[src/rtl/gpio_bank_irq.sv]
module gpio_bank_irq #(
  parameter int NPIN = 32,
  parameter int AW   = 8
) (
  input  logic              clk,
  input  logic              rst_n,
  input  logic [AW-1:0]     bus_addr,
  input  logic              bus_we,
  input  logic [NPIN-1:0]   bus_wdata,
  output logic [NPIN-1:0]   bus_rdata,
  input  logic [NPIN-1:0]   pin_in,
  output logic [NPIN-1:0]   pin_out,
  output logic [NPIN-1:0]   pin_oe,
  output logic [NPIN-1:0]   pad_pull_up,
  output logic [NPIN-1:0]   pad_pull_dn,
  output logic [3*NPIN-1:0] pad_drive,
  output logic              irq_out
);
  localparam logic [AW-1:0] A_DIN  = AW'(8'h00);
  localparam logic [AW-1:0] A_DOUT = AW'(8'h04);
  localparam logic [AW-1:0] A_OE   = AW'(8'h08);
  localparam logic [AW-1:0] A_LVL  = AW'(8'h0C);
  localparam logic [AW-1:0] A_DUAL = AW'(8'h10);
  localparam logic [AW-1:0] A_POL  = AW'(8'h14);
  localparam logic [AW-1:0] A_MSK  = AW'(8'h18);
  localparam logic [AW-1:0] A_RAW  = AW'(8'h1C);
  localparam logic [AW-1:0] A_MST  = AW'(8'h20);
  localparam logic [AW-1:0] A_CLR  = AW'(8'h24);
  localparam logic [AW-1:0] A_PSEL = AW'(8'h34);
  localparam logic [AW-1:0] A_PEN  = AW'(8'h38);
  localparam logic [AW-1:0] A_DRV0 = AW'(8'h58);
  localparam logic [AW-1:0] A_DRV1 = AW'(8'h5C);
  localparam logic [AW-1:0] A_DRV2 = AW'(8'h60);
  localparam int DRV_BITS = 3;

  logic [NPIN-1:0] dout_q, oe_q, lvl_q, dual_q, pol_q, mask_q, raw_q, psel_q, pen_q;
  logic [NPIN-1:0] s1_q, s2_q, prev_q;
  logic [DRV_BITS-1:0][NPIN-1:0] drv_q;
  logic            irq_q;

  logic [NPIN-1:0] rise, fall, edge_ev, lvl_ev, clr;

  assign rise    = s2_q & ~prev_q;
  assign fall    = ~s2_q & prev_q;
  assign edge_ev = ~lvl_q & ((dual_q & (rise | fall)) |
                             (~dual_q & pol_q & rise) |
                             (~dual_q & ~pol_q & fall));
  assign lvl_ev  = lvl_q & ~(s2_q ^ pol_q);
  assign clr     = (bus_we && bus_addr == A_CLR) ? bus_wdata : '0;

  always_ff @(posedge clk) begin
    if (!rst_n) begin
      dout_q <= '0; oe_q <= '0; lvl_q <= '0; dual_q <= '0; pol_q <= '0;
      mask_q <= '0; raw_q <= '0; psel_q <= '0; pen_q <= '0; drv_q <= '0;
      s1_q <= '0; s2_q <= '0; prev_q <= '0; irq_q <= 1'b0;
    end else begin
      s1_q   <= pin_in;
      s2_q   <= s1_q;
      prev_q <= s2_q;
      raw_q  <= (raw_q & ~clr) | edge_ev | lvl_ev;
      irq_q  <= |(raw_q & mask_q);
      if (bus_we) begin
        case (bus_addr)
          A_DOUT: dout_q   <= bus_wdata;
          A_OE:   oe_q     <= bus_wdata;
          A_LVL:  lvl_q    <= bus_wdata;
          A_DUAL: dual_q   <= bus_wdata;
          A_POL:  pol_q    <= bus_wdata;
          A_MSK:  mask_q   <= bus_wdata;
          A_PSEL: psel_q   <= bus_wdata;
          A_PEN:  pen_q    <= bus_wdata;
          A_DRV0: drv_q[0] <= bus_wdata;
          A_DRV1: drv_q[1] <= bus_wdata;
          A_DRV2: drv_q[2] <= bus_wdata;
          default: ;
        endcase
      end
    end
  end

  always_comb begin
    case (bus_addr)
      A_DIN:  bus_rdata = s2_q;
      A_DOUT: bus_rdata = dout_q;
      A_OE:   bus_rdata = oe_q;
      A_LVL:  bus_rdata = lvl_q;
      A_DUAL: bus_rdata = dual_q;
      A_POL:  bus_rdata = pol_q;
      A_MSK:  bus_rdata = mask_q;
      A_RAW:  bus_rdata = raw_q;
      A_MST:  bus_rdata = raw_q & mask_q;
      A_PSEL: bus_rdata = psel_q;
      A_PEN:  bus_rdata = pen_q;
      A_DRV0: bus_rdata = drv_q[0];
      A_DRV1: bus_rdata = drv_q[1];
      A_DRV2: bus_rdata = drv_q[2];
      default: bus_rdata = '0;
    endcase
  end

  assign pin_out     = dout_q;
  assign pin_oe      = oe_q;
  assign pad_pull_up = pen_q & psel_q;
  assign pad_pull_dn = pen_q & ~psel_q;
  assign irq_out     = irq_q;

  for (genvar i = 0; i < NPIN; i++) begin : g_drv
    for (genvar b = 0; b < DRV_BITS; b++) begin : g_bit
      assign pad_drive[DRV_BITS*i + b] = drv_q[b][i];
    end
  end
endmodule

[config.mk]
export PLATFORM = sky130hd
export DESIGN_NAME = gpio_bank_irq
export DESIGN_NICKNAME = d
export VERILOG_FILES = /design/src/rtl/gpio_bank_irq.sv
export SDC_FILE = /design/constraint.sdc
export NUM_CORES = 1
export LEC_CHECK = 0
export ABC_CLOCK_PERIOD_IN_PS = 5000
export CAP_MARGIN = 20
export CORE_MARGIN = 2
export CORE_UTILIZATION = 46
export CTS_BUF_LIST = sky130_fd_sc_hd__clkbuf_8
export CTS_CLUSTER_DIAMETER = 120
export DETAILED_ROUTE_END_ITERATION = 6
export PLACE_DENSITY = 0.78
export SYNTH_ARGS = -nofsm -noshare
export SYNTH_HDL_FRONTEND = slang
export SYNTH_SLANG_ARGS = --single-unit
[constraint.sdc]
create_clock -name clk -period 5 [get_ports clk]
set_clock_uncertainty 0.05 [all_clocks]
set_input_delay 1.25 -clock clk [delete_from_list [all_inputs] [get_ports clk]]
set_output_delay 1.25 -clock clk [all_outputs]
set_load 0.02 [all_outputs]
; ---- Yosys cells after proc, flatten, opt, wreduce, memory -nomap -nowiden
; Cells that the tools add are included.
[word_totals]
reg_bits = 481
in_bits = 75
elab_cells = 73
[op_classes]
eq_ne = 14
n_mux = 2
bitwise = 27
reduce_logical = 14
[ops]
columns = cell, count
row1 = 32-bit case mux with 14 select lines, 1
row2 = 32-bit bitwise AND, 13
row3 = 32-bit NOT, 8
row4 = 32-bit bitwise OR, 5
row5 = "8-bit by 5-bit == test with 1-bit output, second input constant", 4
row6 = "8-bit by 6-bit == test with 1-bit output, second input constant", 4
row7 = 32-bit 2-to-1 mux, 1
row8 = 32-bit OR reduction, 1
row9 = 32-bit XOR, 1
row10 = "8-bit by 7-bit == test with 1-bit output, second input constant", 3
row11 = 2-bit AND reduction, 11
row12 = "8-bit by 4-bit == test with 1-bit output, second input constant", 2
row13 = "8-bit by 3-bit == test with 1-bit output, second input constant", 1
row14 = 8-bit zero test, 1
row15 = 1-bit logical AND, 1

; ---- Depth between registers and ports, before layout
[logic_depth]
word_depth = 9
mapped_depth = 9
ltp_nobuf = 7

; ---- Worst setup path after synthesis
; Ideal clock, no wire load.
[synth_timing]
path_type = input to output
from = input port bus_addr[6]
to = output port bus_rdata[18]
arrival_time_ps = 2715
required_ps = 3700
setup_slack_ps = 985
path_stages = 8
path_buffers = 3
cell_sequence = buf_4 > or4b_1 > buf_2 > nor2_4 > buf_4 > a21oi_1 > a2bb2oi_1 > nand4_1
[synth_between]
elab_chain_len = 2
elab_cells_between_ends = 15
[synth_rtl]
columns = item, line
row1 = start: declaration, 7  ; input logic [AW-1:0] bus_addr,
row2 = 8-bit by 7-bit == test with 1-bit output (tied with other cells), 82  ; case (bus_addr)
row3 = 32-bit case mux with 14 select lines (*), 82
row4 = end: declaration, 10  ; output logic [NPIN-1:0] bus_rdata,
; Every way passes the cells marked *; elsewhere a longest branch is shown, timed or not.

; ---- Worst setup path in the final report
[layout_timing]
from = input port bus_addr[0]
to = output port bus_rdata[27]
; Same word-level chain as after synthesis.

==> out/summary.txt <==
CP arrival: 3.66 ns
Worst setup SP type: input pin
Row cnt: 82
Buf/Inv on CP: 6
Antenna-violating nets left: 0
Synth cell types: 67
Path type of the worst min-delay path: reg2reg
DR vias: 22,810
Placed Cells incl. Taps: 3,679
# H-tree levels: 3
Share of layout cells above drive strength 1: 12.35%
Int Pwr: 6.173 mW
I/O pin cnt: 332
Fill count: 4,288
Max-cap violations: 0
R2R Setup Slk: 3.18 ns
Worst Reg-to-Reg Cells: 4
Register clock-pin slew on the reported worst setup and hold paths: 0.05 ns
Synth Area in Compound Gates: 23.36%
Die H: 228.6 um
Simple-gate portion of the synthesized area: 22.84%
Core Util, Final: 59.11%
Lkg Pwr: 10.52 nW
Core Area: 0.04997 sq mm
Largest net degree at the start of global routing: 134
Total GRT Usage: 35.06%
Mapped Nets: 2,883
Post-Synth XOR/XNOR Area: 1.207%
Final Max Slew Viols: 0
Gate Count Post-Synth: 2,744
Hold bufs inserted after CTS: 0
Yosys Warn Count: 0
Crit-path leading delay family: buffers and inverters
Dpl cell area: 0.02768 sq mm
Tcrit/Tclk final: 99.20%
Peak VDD IR: 0.0002190 V
Initial core utilization: 46.46%
Congestion Overflow GR: 0
Switching pwr: 1.988 mW
PwrDens: 276.3 mW/mm^2
Min cycle time layout: 4.960 ns
Outcome: finished, final reports clean
Hold EP: s2_q[22]
Later-pin clock latency in the skew report: 0.67 ns
Post-Synth Adder-Cell Area: 3.450%
Logic gate share of total power: 5.7%
Flip-flop count of the largest register after layout: 96
Max Buffers Root-to-Sink: 3
Area grow syn2layout: 27.24%
Final setup fails: 0
Sequential share of the synthesized area: 41.48%
Slowest-stage cell, CP: clkdlybuf4s50_1
First-pass GRT wire length: 138.6 mm
CTS tree: yes
DRC: 0
Drt pass-1 iters: 7
Mapped Area: 0.02321 sq mm
Area occupied by multi-input gates: 0.01233 sq mm
Port Buf Inserts: 331
Number of buffers created by CTS: 82
Final Wtd Congestion: 1.031
Number of global-route vias before repair: 21,530
CTS sink count: 481
Worst Hold Launch: s1_q[22]
Avg Synthesized Cell Area: 8.459 sq um
Req. time, crit path: 3.70 ns
Seq. cell area: 0.009629 sq mm
Die Area: 0.05227 sq mm
CP peak stage delay: 0.48 ns
Asr flop ratio synth: 0%
Worst Setup Path Type: in2out
Actual slew at the worst max-slew pin: 0.9921 ns
Initial antenna violation count: 4
Net Sw Frac: 24.36%
Max Fclk: 0.2016 GHz
Die width: 228.6 um
WL per Instance: 24.61 um
CTS Root Cell: clkbuf_8
Final WL: 94.29 mm
Worst slew margin: 33.63%
R2r startpoint: raw_q[1]
Critical Path Fanout Max: 9
Fin cells: 3,831
Total Nets Final: 3,233
Top FF cell, synth: dfxtp_1
Cell Chain, Critical Path: clkdlybuf4s50_1, buf_6, and4bb_1, and2_4, buf_12, buf_6, buf_4, a22oi_2, nand3_1, or3_4, buf_4
Hold Crit Depth: 1
CP endpoint kind: primary output
Multiplexer share of the synthesized area: 1.730%
Clock Power Share: 46.1%
Design Area, Final: 0.02954 sq mm
FF+latch count, synth: 481
Number of flops mapped to enable cells by yosys: 0
Register share of total power: 48.2%
Hold Vio Cnt, Final: 0
R2r endpoint: irq_out
Via-per-instance ratio: 5.953
DR iter-0 viols: 3,127
Post-DP HPWL: 69.05 mm
Largest family of logic cells by synthesized area: compound AO/OA/AOI/OAI gates
==> worst max path at each step <==
stage	start	to	slack, ns	depth (start not counted)
floorplan	bus_addr[6]	bus_rdata[18]	0.99	8
global placement	bus_addr[5]	bus_rdata[23]	-0.82	10
detailed placement	bus_addr[2]	bus_rdata[23]	-0.47	10
CTS	bus_addr[2]	bus_rdata[26]	0.0003	13
global route	bus_addr[0]	bus_rdata[27]	-0.004	11
finish	bus_addr[0]	bus_rdata[27]	0.04	11
==> power groups by stage <==
| stage | Clock (mW) | Combinational [mW] | Sequential (mW) |
|---|---|---|---|
| finish | 3.76 | 0.468 | 3.93 |
| global route | 3.97 | 0.490 | 3.93 |
| CTS | 3.79 | 0.454 | 3.93 |
| detailed placement | 0 | 0.451 | 4.01 |
| global placement | 0 | 0.441 | 4.01 |
| floorplan | 0 | 0.251 | 3.99 |
==> per-stage QoR <==
step	TNS [ns]	total power, mW	setup WS [ns]	hold WS [ns]
after global placement	-9.331	4.450	-0.8176	0.3657
after global routing	-0.007465	8.387	-0.003882	0.3946
after detailed placement	-9.429	4.462	-0.4708	0.3669
after floorplan	0	4.240	0.9853	0.3619
after CTS	0	8.171	0.0003106	0.3802
final	0	8.161	0.03978	0.3791
==> kinds of logic after synthesis <==
group | Yosys count
mux | 37
compound gates | 685
buf+inv | 297
simple gates | 1148
fa+ha+maj | 64
xor+xnor | 32
flops | 481
==> cell usage in the layout, fill, tap and decap left out, types with 15 or more instances in the layout <==
cell / instances
nand2_1: 779
dfxtp_1: 481
clkdlybuf4s50_1: 293
a21boi_0: 204
a21boi_1: 148
buf_4: 141
and2_1: 134
clkbuf_8: 104
nor2b_1: 96
inv_1: 94
a211oi_1: 64
ha_1: 64
a22oi_1: 55
a22o_1: 37
nand3_1: 36
xnor2_1: 32
a221oi_2: 30
a221oi_1: 27
a21oi_1: 26
a222oi_1: 26
mux2i_1: 21
nor2_1: 20
o21ai_0: 17
buf_12: 17
and3_1: 16
mux2_2: 15
==> Yosys cell counts (13+ instances only) <==
cell type	instances	area, sq um
o21ai_0	19	95.09
xnor2_1	32	280.3
ha_1	64	800.8
clkbuf_1	110	412.9
and2_1	135	844.6
or3_1	13	81.33
a21boi_1	148	1111
dfxtp_1	481	9629
mux2i_1	21	210.2
and3_1	16	100.1
inv_1	70	262.8
buf_2	86	430.4
mux2_2	15	168.9
nor2_1	20	75.07
a221oi_1	27	236.5
a22oi_1	62	465.5
nand2_1	781	2932
a222oi_1	26	260.3
a221oi_2	30	450.4
buf_4	20	150.1
a211oi_1	64	480.5
a22o_1	37	324.1
a21oi_1	27	135.1
nand3_1	36	180.2
nor2b_1	96	600.6
a21boi_0	204	1531
==> per-layer routing <==
| layer | global-route usage, % | routed length (um) | vias up |
|---|---|---|---|
| met2 | 50.54 | 39410 | 1554 |
| met4 | 14.30 | 3689 | 4 |
| li1 | - | - | 10060 |
| met3 | 9.506 | 12520 | 211 |
| met5 | 0 | 25 | - |
| met1 | 49.27 | 38640 | 10980 |
==> area by class of cell <==
| type | count | area share [%] |
|---|---|---|
| Timing Repair Buffer | 493 | 16.00 |
| Antenna cell | 2 | 0.01694 |
| Inverter | 70 | 0.8896 |
| Multi-Input combinational cell | 1966 | 41.74 |
| Tap cell | 672 | 2.847 |
| Clock buffer | 104 | 4.846 |
| Sequential cell | 481 | 32.60 |
| Clock inverter | 43 | 1.055 |
==> what timing repair did <==
item	in CTS	in global routing
endpoints found under the hold margin	0	0
setup buffers	1	2
gates resized for setup	59	29
pin swaps	6	9
cloned	0	0
setup endpoints to repair	32	31
Power figures use the tool's default switching activity.
